<file path="src/rtl/sop_pkg.sv">
package sop_pkg;
    // Length of the configuration chain: AND plane, OR plane, force bits.
    function automatic int cfg_bits(int n_in, int n_out, int n_term);
        return n_term * 2 * n_in + n_out * n_term + n_out;
    endfunction
endpackage

</file>
<file path="src/rtl/sop_cfg_chain.sv">
module sop_cfg_chain #(
    parameter int LEN = 69
) (
    input  logic           clk,
    input  logic           rst_n,
    input  logic           prog_en,
    input  logic           cfg_din,
    output logic [LEN-1:0] map_o,
    output logic           cfg_dout,
    output logic           cfg_done
);
    localparam int CW = $clog2(LEN + 1);
    localparam logic [CW-1:0] FULL = CW'(LEN);

    typedef struct packed {
        logic [LEN-1:0] sr;
        logic [CW-1:0]  cnt;
        logic           prog;
        logic           done;
    } chain_t;

    chain_t st_d, st_q;
    logic [CW-1:0] base;

    always_comb begin
        st_d = st_q;
        base = st_q.prog ? st_q.cnt : '0;
        if (prog_en) begin
            st_d.sr  = {st_q.sr[LEN-2:0], cfg_din};
            st_d.cnt = (base == FULL) ? FULL : base + 1'b1;
        end
        if (prog_en && !st_q.prog) begin
            st_d.done = 1'b0;
        end else if (st_q.cnt == FULL) begin
            st_d.done = 1'b1;
        end
        st_d.prog = prog_en;
    end

    always_ff @(posedge clk or negedge rst_n) begin
        if (!rst_n) begin
            st_q <= '0;
        end else begin
            st_q <= st_d;
        end
    end

    assign map_o    = st_q.sr;
    assign cfg_dout = st_q.sr[LEN-1];
    assign cfg_done = st_q.done;
endmodule

</file>
<file path="src/rtl/sop_and_plane.sv">
module sop_and_plane #(
    parameter int N_IN   = 4,
    parameter int N_TERM = 6
) (
    input  logic [N_IN-1:0]                 in_vec,
    input  logic [N_TERM-1:0][2*N_IN-1:0]   and_sel,
    output logic [N_TERM-1:0]               terms
);
    localparam int LIT = 2 * N_IN;

    logic [LIT-1:0] lits;

    for (genvar i = 0; i < N_IN; i++) begin : g_lit
        assign lits[2*i]   = in_vec[i];
        assign lits[2*i+1] = ~in_vec[i];
    end

    for (genvar t = 0; t < N_TERM; t++) begin : g_term
        // an unselected literal contributes a 1
        assign terms[t] = &(lits | ~and_sel[t]);
    end
endmodule

</file>
<file path="src/rtl/sop_or_plane.sv">
module sop_or_plane #(
    parameter int N_OUT  = 3,
    parameter int N_TERM = 6
) (
    input  logic                            hold,
    input  logic [N_TERM-1:0]               terms,
    input  logic [N_OUT-1:0][N_TERM-1:0]    or_sel,
    input  logic [N_OUT-1:0]                force_sel,
    output logic [N_OUT-1:0]                out_vec
);
    for (genvar o = 0; o < N_OUT; o++) begin : g_out
        assign out_vec[o] = !hold && (force_sel[o] || (|(terms & or_sel[o])));
    end
endmodule

</file>
<file path="src/rtl/sop_array.sv">
module sop_array #(
    parameter int N_IN   = 4,
    parameter int N_OUT  = 3,
    parameter int N_TERM = 6
) (
    input  logic              clk,
    input  logic              rst_n,
    input  logic              prog_en,
    input  logic              cfg_din,
    output logic              cfg_dout,
    output logic              cfg_done,
    input  logic [N_IN-1:0]   in_vec,
    output logic [N_OUT-1:0]  out_vec
);
    localparam int LIT      = 2 * N_IN;
    localparam int AND_BITS = N_TERM * LIT;
    localparam int OR_BITS  = N_OUT * N_TERM;
    localparam int CFG_LEN  = sop_pkg::cfg_bits(N_IN, N_OUT, N_TERM);

    logic [CFG_LEN-1:0]             cfg_map;
    logic [N_TERM-1:0][LIT-1:0]     and_sel;
    logic [N_OUT-1:0][N_TERM-1:0]   or_sel;
    logic [N_OUT-1:0]               force_sel;
    logic [N_TERM-1:0]              terms;

    sop_cfg_chain #(.LEN(CFG_LEN)) u_chain (
        .clk      (clk),
        .rst_n    (rst_n),
        .prog_en  (prog_en),
        .cfg_din  (cfg_din),
        .map_o    (cfg_map),
        .cfg_dout (cfg_dout),
        .cfg_done (cfg_done)
    );

    // load position k sits at chain bit CFG_LEN-1-k
    for (genvar t = 0; t < N_TERM; t++) begin : g_and_map
        for (genvar l = 0; l < LIT; l++) begin : g_lit
            assign and_sel[t][l] = cfg_map[CFG_LEN-1-(t*LIT+l)];
        end
    end

    for (genvar o = 0; o < N_OUT; o++) begin : g_or_map
        for (genvar t = 0; t < N_TERM; t++) begin : g_term
            assign or_sel[o][t] = cfg_map[CFG_LEN-1-(AND_BITS+o*N_TERM+t)];
        end
        assign force_sel[o] = cfg_map[CFG_LEN-1-(AND_BITS+OR_BITS+o)];
    end

    sop_and_plane #(.N_IN(N_IN), .N_TERM(N_TERM)) u_and (
        .in_vec  (in_vec),
        .and_sel (and_sel),
        .terms   (terms)
    );

    sop_or_plane #(.N_OUT(N_OUT), .N_TERM(N_TERM)) u_or (
        .hold      (prog_en),
        .terms     (terms),
        .or_sel    (or_sel),
        .force_sel (force_sel),
        .out_vec   (out_vec)
    );
endmodule

</file>
<file path="config.mk">
export PLATFORM = sky130hd
export DESIGN_NAME = sop_array
export DESIGN_NICKNAME = d
export VERILOG_FILES = /design/src/rtl/sop_pkg.sv /design/src/rtl/sop_cfg_chain.sv /design/src/rtl/sop_and_plane.sv /design/src/rtl/sop_or_plane.sv /design/src/rtl/sop_array.sv
export SDC_FILE = /design/constraint.sdc
export NUM_CORES = 1
export LEC_CHECK = 0
export ABC_AREA = 1
export BUFFER_PORTS_ARGS = -buffer_cell sky130_fd_sc_hd__buf_2
export CAP_MARGIN = 10
export CELL_PAD_IN_SITES_DETAIL_PLACEMENT = 1
export CELL_PAD_IN_SITES_GLOBAL_PLACEMENT = 2
export CORE_MARGIN = 5
export CORE_UTILIZATION = 42
export CTS_BUF_LIST = sky130_fd_sc_hd__clkbuf_2 sky130_fd_sc_hd__clkbuf_4 sky130_fd_sc_hd__clkbuf_8
export DETAILED_ROUTE_END_ITERATION = 8
export GPL_TIMING_DRIVEN = 0
export PLACE_DENSITY_LB_ADDON = 0.1
export SYNTH_ARGS = -nofsm -noshare
export SYNTH_HDL_FRONTEND = slang
export SYNTH_SLANG_ARGS = --single-unit
</file>
<file path="constraint.sdc">
create_clock -name clk -period 2.2 [get_ports clk]
set_input_delay 0.33 -clock clk [delete_from_list [all_inputs] [get_ports clk]]
set_output_delay 0.33 -clock clk [all_outputs]
set_load 0.005 [all_outputs]
</file>
==> Word level (Yosys, flattened, before mapping) <==
Index checks and enable logic that the tools add are counted.
{ "word_totals": {"regBits": 78, "input_bits": 8, "elab_cells": 49} }
{ "op_classes": {"add_sub_neg": 1, "n_eq_ne": 2, "mux": 4, "n_bitwise": 19, "n_reduce_logical": 19} }
{ "op_table": {"columns": ["operator", "count"], "rows": [
  ["8-bit inverter", 6],
  ["8-bit bitwise OR", 6],
  ["8-bit AND reduction", 6],
  ["6-bit bitwise AND", 3],
  ["6-bit OR reduction", 3],
  ["7-bit equality test, second input constant", 2],
  ["7-bit two-way mux", 2],
  ["7-bit by 1-bit adder with 7-bit output, second input constant", 1],
  ["1-bit logical AND", 4],
  ["1-bit inverter", 4],
  ["1-bit logical OR", 3],
  ["1-bit zero test", 2],
  ["1-bit two-way mux", 2],
  ["2-bit nonzero test", 1]
]} }

==> Depth between registers and ports, before layout <==
Gate-level depths: netlist of the first run.
{ "depth": {"depth_word": 7, "ltp_mapped": 10} }

==> Modules after synthesis <==
A second synthesis of the first run with hierarchy kept.
{ "unflattened": {"hier_cells": 584, "area_unflattened_um2": 4315.4} }
{ "modules_own_cells": {"columns": ["mod", "n_inst", "cells_each", "area_per_inst_um2"], "rows": [
  ["sop_cfg_chain", 1, 400, 3613.5],
  ["sop_and_plane", 1, 142, 540.5],
  ["sop_or_plane", 1, 42, 161.4]
]} }

==> Least setup slack after synthesis of the first run <==
Ideal clock, no wire load.
{ "synth_path": {"path_kind": "register to register", "from": "register u_chain.st_q[1] (netlist name)", "to": "register u_chain.st_q[8] (netlist name)", "setup_ns": 0.117, "arrival_ns": 1.238, "required_ns": 2.083, "slack_ns": 0.845, "path_stages_with_launch": 11, "path_buffers": 1, "cell_sequence": "dfrtp_1 buf_6 nand2_1 inv_1 ha_1 nand2_1 nor2_4 nand4_1 xor2_1 nand2_1 nand2_1"} }
{ "synth_via": {"elab_chain_len": 3} }
{ "synth_lines": {"columns": ["element", "line_no", "text"], "rows": [
  ["start: declaration", "sop_cfg_chain.sv:22", "chain_t st_d, st_q;"],
  ["start signal: assignment", "sop_cfg_chain.sv:44", "st_q <= st_d;"],
  ["7-bit two-way mux (*)", "sop_cfg_chain.sv:27", "base = st_q.prog ? st_q.cnt : '0;"],
  ["7-bit by 1-bit adder with 7-bit output / 7-bit equality test (equally long branches)", "sop_cfg_chain.sv:30", "st_d.cnt = (base == FULL) ? FULL : base + 1'b1;"],
  ["7-bit two-way mux (*)", "sop_cfg_chain.sv:30", null]
]} }
Mark *: on every way between the ends. The rest lies on a longest branch, timed or not.
A chain may end at the register's enable or synchronous reset.

==> Worst setup path after layout of the first run <==
{ "layout_path": {"from": "register u_chain.st_q (netlist bit u_chain.map_o[47])", "to": "output out_vec[2]"} }
{ "layout_via": {"elab_chain_len": 7} }
{ "layout_lines": {"columns": ["element", "line_no", "text"], "rows": [
  ["8-bit inverter", "sop_and_plane.sv:20", "assign terms[t] = &(lits | ~and_sel[t]);"],
  ["8-bit bitwise OR", "sop_and_plane.sv:20", null],
  ["8-bit AND reduction", "sop_and_plane.sv:20", null],
  ["6-bit bitwise AND", "sop_or_plane.sv:12", "assign out_vec[o] = !hold && (force_sel[o] || (|(terms & or_sel[o])));"],
  ["6-bit OR reduction", "sop_or_plane.sv:12", null],
  ["1-bit logical OR", "sop_or_plane.sv:12", null],
  ["1-bit logical AND", "sop_or_plane.sv:12", null],
  ["end: declaration", "sop_array.sv:13", "output logic [N_OUT-1:0] out_vec"]
]} }
No other way between the ends.

==> results of run 1 <==
[stage by stage]
step / util (%) / cells / power [uW]
after detailed placement: 44.8 / 553 / 2500
final: 47.2 / 570 / 3510
after global placement: 44.5 / 552 / 2470
after CTS: 47.1 / 570 / 3560
after global routing: 47.2 / 570 / 3730
after floorplan: - / 434 / 2240
[timing repair]
action,in CTS,in global routing
hold endpoints to repair,31,0
hold buffers,1,0
gates resized for setup,0,1
setup endpoints to repair,0,1
[placed cells by master (no fill, tap or decap)]
master	count
nor3_4	1
nor2_1	18
buf_2	15
a22oi_1	1
a21oi_1	2
nor2_2	4
dfrtp_1	78
nand2_1	127
nand3_1	18
nor2_4	5
buf_16	1
buf_6	4
o21ai_0	73
nand2_4	3
ha_1	2
inv_2	2
nand4_1	2
clkbuf_4	1
clkbuf_1	10
buf_4	2
o22a_1	1
o21ai_1	14
nand2_2	8
a21oi_2	3
dlygate4sd3_1	1
clkinvlp_4	1
inv_6	1
xor2_1	4
clkbuf_8	12
inv_1	46
clkinv_2	2
[state kept, by name (all words and copies together) (netlist names)]
register,cells
u_chain.cfg_done,1
u_chain.map_o,69
u_chain.st_q,8
[worst register-to-register path: stages (launching register included)]
cell and delay, ns:
dfrtp_1 0.34, buf_6 0.15, nand2_1 0.06, inv_1 0.09, ha_1 0.20, nand2_1 0.10, nor2_4 0.11, nand4_1 0.12
xor2_1 0.16, nand2_1 0.06, nand2_1 0.05
[synthesized netlist by cell type (3+ instances only)]
master,number
nor2_4,5
nor2_2,3
o21ai_1,14
clkbuf_1,10
a21oi_2,3
buf_2,6
nor2_1,19
nand3_1,18
buf_6,4
dfrtp_1,78
xor2_1,4
nand2_1,127
nand2_4,3
nand2_2,8
o21ai_0,73
inv_1,46
[cell type report]
cell class	count	area [um2]	share of cell area [%]
inverters	49	189	4.66
plain buffers	21	120	2.96
flip-flops and latches	78	1950	48.2
repair buffers	12	90.1	2.22
multi-input cells	286	1380	34.0
well taps	108	135	3.33
clock inverters	3	17.5	0.432
clock buffers	13	173	4.26
[power breakdown]
part | total, uW | switching, uW | internal [uW] | leakage [uW]
sequential | 1780 | 138 | 1650 | 0.00102
clock | 1050 | 537 | 512 | 0.0000988
combinational | 677 | 445 | 232 | 0.000789
total | 3510 | 1120 | 2390 | 0.00191
[final timing paths]
path	start	to	slack, ns	cells past startpoint
max in group asynchronous	rst_n	u_chain.map_o[15]	1.14	3
hold reg to reg	u_chain.map_o[1]	u_chain.map_o[2]	0.50	2
min in group asynchronous	rst_n	u_chain.map_o[54]	0.47	2
setup / recovery	u_chain.map_o[47]	out_vec[2]	0.21	8
hold / removal	prog_en	u_chain.st_q[1]	0.18	1
setup reg to reg	u_chain.st_q[1]	u_chain.st_q[8]	0.66	10
[metal layers]
layer | vias to the layer above | part of all wire, % | wire, um
li1 | 1413 | - | -
met1 | 1403 | 49 | 4610
met2 | 19 | 48 | 4490
met3 | 10 | 1.6 | 149
met4 | 0 | 1.4 | 133
met5 | - | 0 | 0
[cells by family (layout without fill, tap and decap cells)]
kind of cell / Yosys count / in the layout
compound gates: 94 / 94
xor+xnor: 4 / 4
fa+ha+maj: 2 / 2
buf+inv: 70 / 98
flops: 78 / 78
simple gates: 186 / 186
==> metrics, run 1 <==
Top Usage Layer GRT=met2; largest net degree at the start of global routing=48; Top Ports=13; Crit Path Class=reg -> out; Synth cell types=25; max-cap violations=0; die area=10600 um2; EDFF count, synth=0; initial antenna violation count=0; Area contributors post-synth=dfrtp_1 (54%), nand2_1 (13%), o21ai_0 (10%); Die H=slightly above 100 um; Yosys top cell by area=dfrtp_1; DR DRC count=0; Clk Latency, worst-skew pair=about 0.35 ns; total CTS buffers=9; post-synthesis mux area share=0%; Slew Limit Fails=0; GRT Overall Usage=19.5%; Routed WL per cell=16.4 um; P per Cell Area=866 nW/um2; Hold Path Class=in -> reg; GP Congestion=0.807; setup bufs post-CTS=0; Post-Synthesis Cells=434; Synth async-reset ratio=100%; clk sinks=78; maximum resistive drop on vdd=0.318 mV; antenna cell count=0; GR met1 Demand/Resource=26.2%; DR vias=roughly 2800; largest delay contributor family on the critical path=simple AND/OR/NAND/NOR gates; area delta synth->final=11.5%; final setup margin=0.213 ns; Worst path max stage delay=0.40 ns; First-pass DRT Iterations=4; CTS H-Tree Depth=3; drt total wl=about 9.4 mm; ratio of cells with drive above 1 in the final layout=14.1%; adder-cell share of the synthesized area=0.688%; Port Buf Inserts=10; status=finished clean; filler cell count=1068; Final Hold Vio Count=0; Worst Path Buf+Inv=1; slowest CP cell=dfrtp_1; met3 GRT Util=about 2.6%; hold slack=0.178 ns; compound-cell area share of the yosys netlist=13.4%; Detailed Place HPWL=around 6.7 mm; crit-path max FO=3; setup tns final=0 ns; synthesized area=about 3600 um2; vias in the first global route=3069; Final period util=90.3%; most used flip-flop cell after synthesis=dfrtp_1; Antenna Nets Post-Route=0; WP data arrival=1.66 ns; row cnt=34; initial cell density of the core=42.3%; Clock Tree Buf Depth=2; Yosys top cell area share=a little over half; Synth Area in Simple Gates=about 23%; relative max-transition margin=between 50 and 60%; grt met2 use=32.6%; LEAKAGE=about 0.0019 uW; drt via density=4.99; total grt overflow=0; Critical Path Sink Type=primary output; Post-Syn Area per Cell=8.37 um2; Finished Cell Area=4050 um2; DR iter-0 viols=103; slew at the pin closest to its max-slew limit=0.639 ns; register area share after synthesis=53.7%; Post-Synth XOR/XNOR Area=less than 1%; Synthesis Warnings=0; max frequency=just over 500 MHz; placed cell area=slightly below 4000 um2; RSZ-0062 raised after global routing=no; Die W=103 um; WP data required=about 1.9 ns; Layout Nets=approximately 470; first-pass GRT wire length=15.6 mm; Synth Register Bits=78; Tmin final=1.99 ns; largest family of logic cells by synthesized area=simple AND/OR/NAND/NOR gates; # setup viols final=0; Reg clk slew, reported paths=0.08 ns; Mapped Nets=444; Core Box Area=8590 um2; pre-CTS setup slack=slightly below 0.3 ns; CTS tree=done; crit-path cells=nand2_1 > o21ai_1 > nor2_1 > nand3_1 > nand2_1 > nor2_1 > a21oi_2 > buf_2; Root Buffer Master=clkbuf_8; Worst setup SP type=flop; Worst Skew=roughly 0.0081 ns
Note: power is estimated with default switching activity, not from simulation.
==> run 2: changes to the inputs <==
--- a/config.mk
+++ b/config.mk
@@ -11,7 +11,7 @@
 export CELL_PAD_IN_SITES_DETAIL_PLACEMENT = 1
 export CELL_PAD_IN_SITES_GLOBAL_PLACEMENT = 2
 export CORE_MARGIN = 5
-export CORE_UTILIZATION = 42
+export CORE_UTILIZATION = 36
 export CTS_BUF_LIST = sky130_fd_sc_hd__clkbuf_2 sky130_fd_sc_hd__clkbuf_4 sky130_fd_sc_hd__clkbuf_8
 export DETAILED_ROUTE_END_ITERATION = 8
 export GPL_TIMING_DRIVEN = 0
==> constraint.sdc (replaced) <==
create_clock -name clk -period 1.8 [get_ports clk]
set_input_delay 0.27 -clock clk [delete_from_list [all_inputs] [get_ports clk]]
set_output_delay 0.27 -clock clk [all_outputs]
set_load 0.005 [all_outputs]
==> metrics, run 2 (synthesis results as in run 1) <==
Crit Path Class=reg -> out; DR DRC count=0; Final Hold Vio Count=0; die area=12200 um2; LEAKAGE=0.00199 uW; most frequent cells in the layout=nand2_1 (124), dfrtp_1 (78), o21ai_0 (71); commonest non-fill, non-tap cell in the layout=nand2_1; crit path from=u_chain.map_o[39]; Worst Skew=approximately 0.0034 ns; status=complete, but fails checks; sequential fraction of design power=between 40% and 50%; row cnt=36; grt met2 use=about 28%; sw power=1390 uW; Port Buf Inserts=10; first-pass GRT wire length=around 17 mm; Sw Share=31.8%; Detailed Place HPWL=6.85 mm; Clk Latency, worst-skew pair=0.35 ns; First-pass DRT Iterations=4; Hold Path Class=in -> reg; WP data arrival=1.54 ns; drt total wl=9.81 mm; Final period util=100%; Antenna Nets Post-Route=0; hold_sp=prog_en; Layout Nets=around 480; P per Cell Area=1030 nW/um2; antenna cell count=0; Int Pwr=~3000 uW; Core Box Area=slightly below 10000 um2; slew at the pin closest to its max-slew limit=0.693 ns; max reg flops=69; Multi-input gate area=1450 um2; FF-to-FF End=u_chain.st_q[8]; Clock Tree Buf Depth=2; slack of the worst reg-to-reg path=approximately 0.25 ns; DR vias=2912; Hold Path End=u_chain.st_q[1]; WP data required=between 1.5 and 2 ns; CTS tree=done; initial cell density of the core=between 30% and 40%; Slew Limit Fails=0; GR met1 Demand/Resource=between 20% and 30%; Top Ports=13; final setup margin=-0.00873 ns; Die W=approximately 110 um; Die H=approximately 110 um; GP Congestion=0.752; crit-path max FO=3; total grt overflow=0; GRT Overall Usage=17.2%; filler cell count=1204; pre-CTS setup slack=-0.00777 ns; max-cap violations=0; met3 GRT Util=3.72%; placed cell area=3880 um2; ratio of cells with drive above 1 in the final layout=20.9%; relative max-transition margin=53.8%; Root Buffer Master=clkbuf_8; Register-to-Register Path Depth=10; DR iter-0 viols=141; R2R Path Start=u_chain.st_q[1]; Top Usage Layer GRT=met2; Sequential Area=between 1500 and 2000 um2; vias in the first global route=between 3000 and 4000; combinational share of power=21.9%; Tmin final=approximately 1.8 ns; total CTS buffers=9; hold path depth=1; clk sinks=78; Reg clk slew, reported paths=0.07 ns; Finished Cell Area=about 4200 um2; maximum resistive drop on vdd=0.449 mV; # setup viols final=2; Worst setup SP type=flop; largest net degree at the start of global routing=46; CTS H-Tree Depth=3; Routed WL per cell=between 15 and 20 um; failing checks=negative setup slack; clock network power share=between 20% and 30%; drt via density=a little under 5; area delta synth->final=16.5%; Critical Path Sink Type=primary output; max frequency=553 MHz; initial antenna violation count=0; RSZ-0062 raised after global routing=yes
run 2: metrics by stage:
step / setup TNS, ns / power (uW) / util, % / std cells / hold WS, ns
2_1_floorplan: 0 / 2740 / - / 434 / -0.0256
3_3_place_gp: -16.77 / 3030 / 39.2 / 577 / 0.460
3_5_place_dp: -0.00777 / 3070 / 39.5 / 578 / 0.261
4_1_cts: -0.178 / 4390 / 42.3 / 602 / 0.0806
5_1_grt: -0.468 / 4690 / 43.1 / 606 / 0.0781
6_report: -0.0125 / 4380 / 43.1 / 606 / 0.109
run 2: layer usage:
layer | share of wire (%) | up-vias
met5 | 0 | -
met4 | 0.69 | 0
met3 | 2.4 | 4
met2 | 49 | 21
met1 | 48 | 1451
li1 | - | 1436
run 2: timing repair:
action                                  4_1_cts  5_1_grt
endpoints found under the setup margin        3        3
endpoints found under the hold margin        33        0
hold buffers                                  1        0
setup buffers                                 7        4
gates cloned                                  0        0
resized for setup                            14       17
pin swaps                                    16       17
run 2: area by class of cell:
| class | instances | area share (%) |
|---|---|---|
| clock inverters | 1 | 0.118 |
| repair buffers | 23 | 4.08 |
| multi-input cells | 286 | 34.3 |
| plain buffers | 21 | 2.84 |
| inverters | 49 | 4.46 |
| flip-flops and latches | 78 | 46.1 |
| well taps | 133 | 3.93 |
| clock buffers | 15 | 4.14 |
run 2: critical path, stage by stage, from the launching register on:
cell     delay [ns]
dfrtp_1        0.40
nand2_2        0.08
o21ai_2        0.07
nor2_4         0.17
nand3_2        0.08
nand2_1        0.07
nor2_1         0.05
a21oi_2        0.14
buf_2          0.13
run 2: power groups by stage:
stage	clock network [uW]	logic (uW)	registers, uW
3_5_place_dp	0	847	2220
4_1_cts	1280	927	2180
2_1_floorplan	0	573	2170
5_1_grt	1370	1100	2220
3_3_place_gp	0	816	2210
6_report	1230	961	2190
run 2: worst max path at each step:
stage / slack [ns] / endpoint
floorplan: 0.45 / u_chain.st_q[8]
global placement: -0.22 / u_chain.map_o[19]
detailed placement: -0.008 / out_vec[2]
CTS: -0.09 / out_vec[2]
global route: -0.16 / out_vec[0]
finish: -0.009 / out_vec[2]
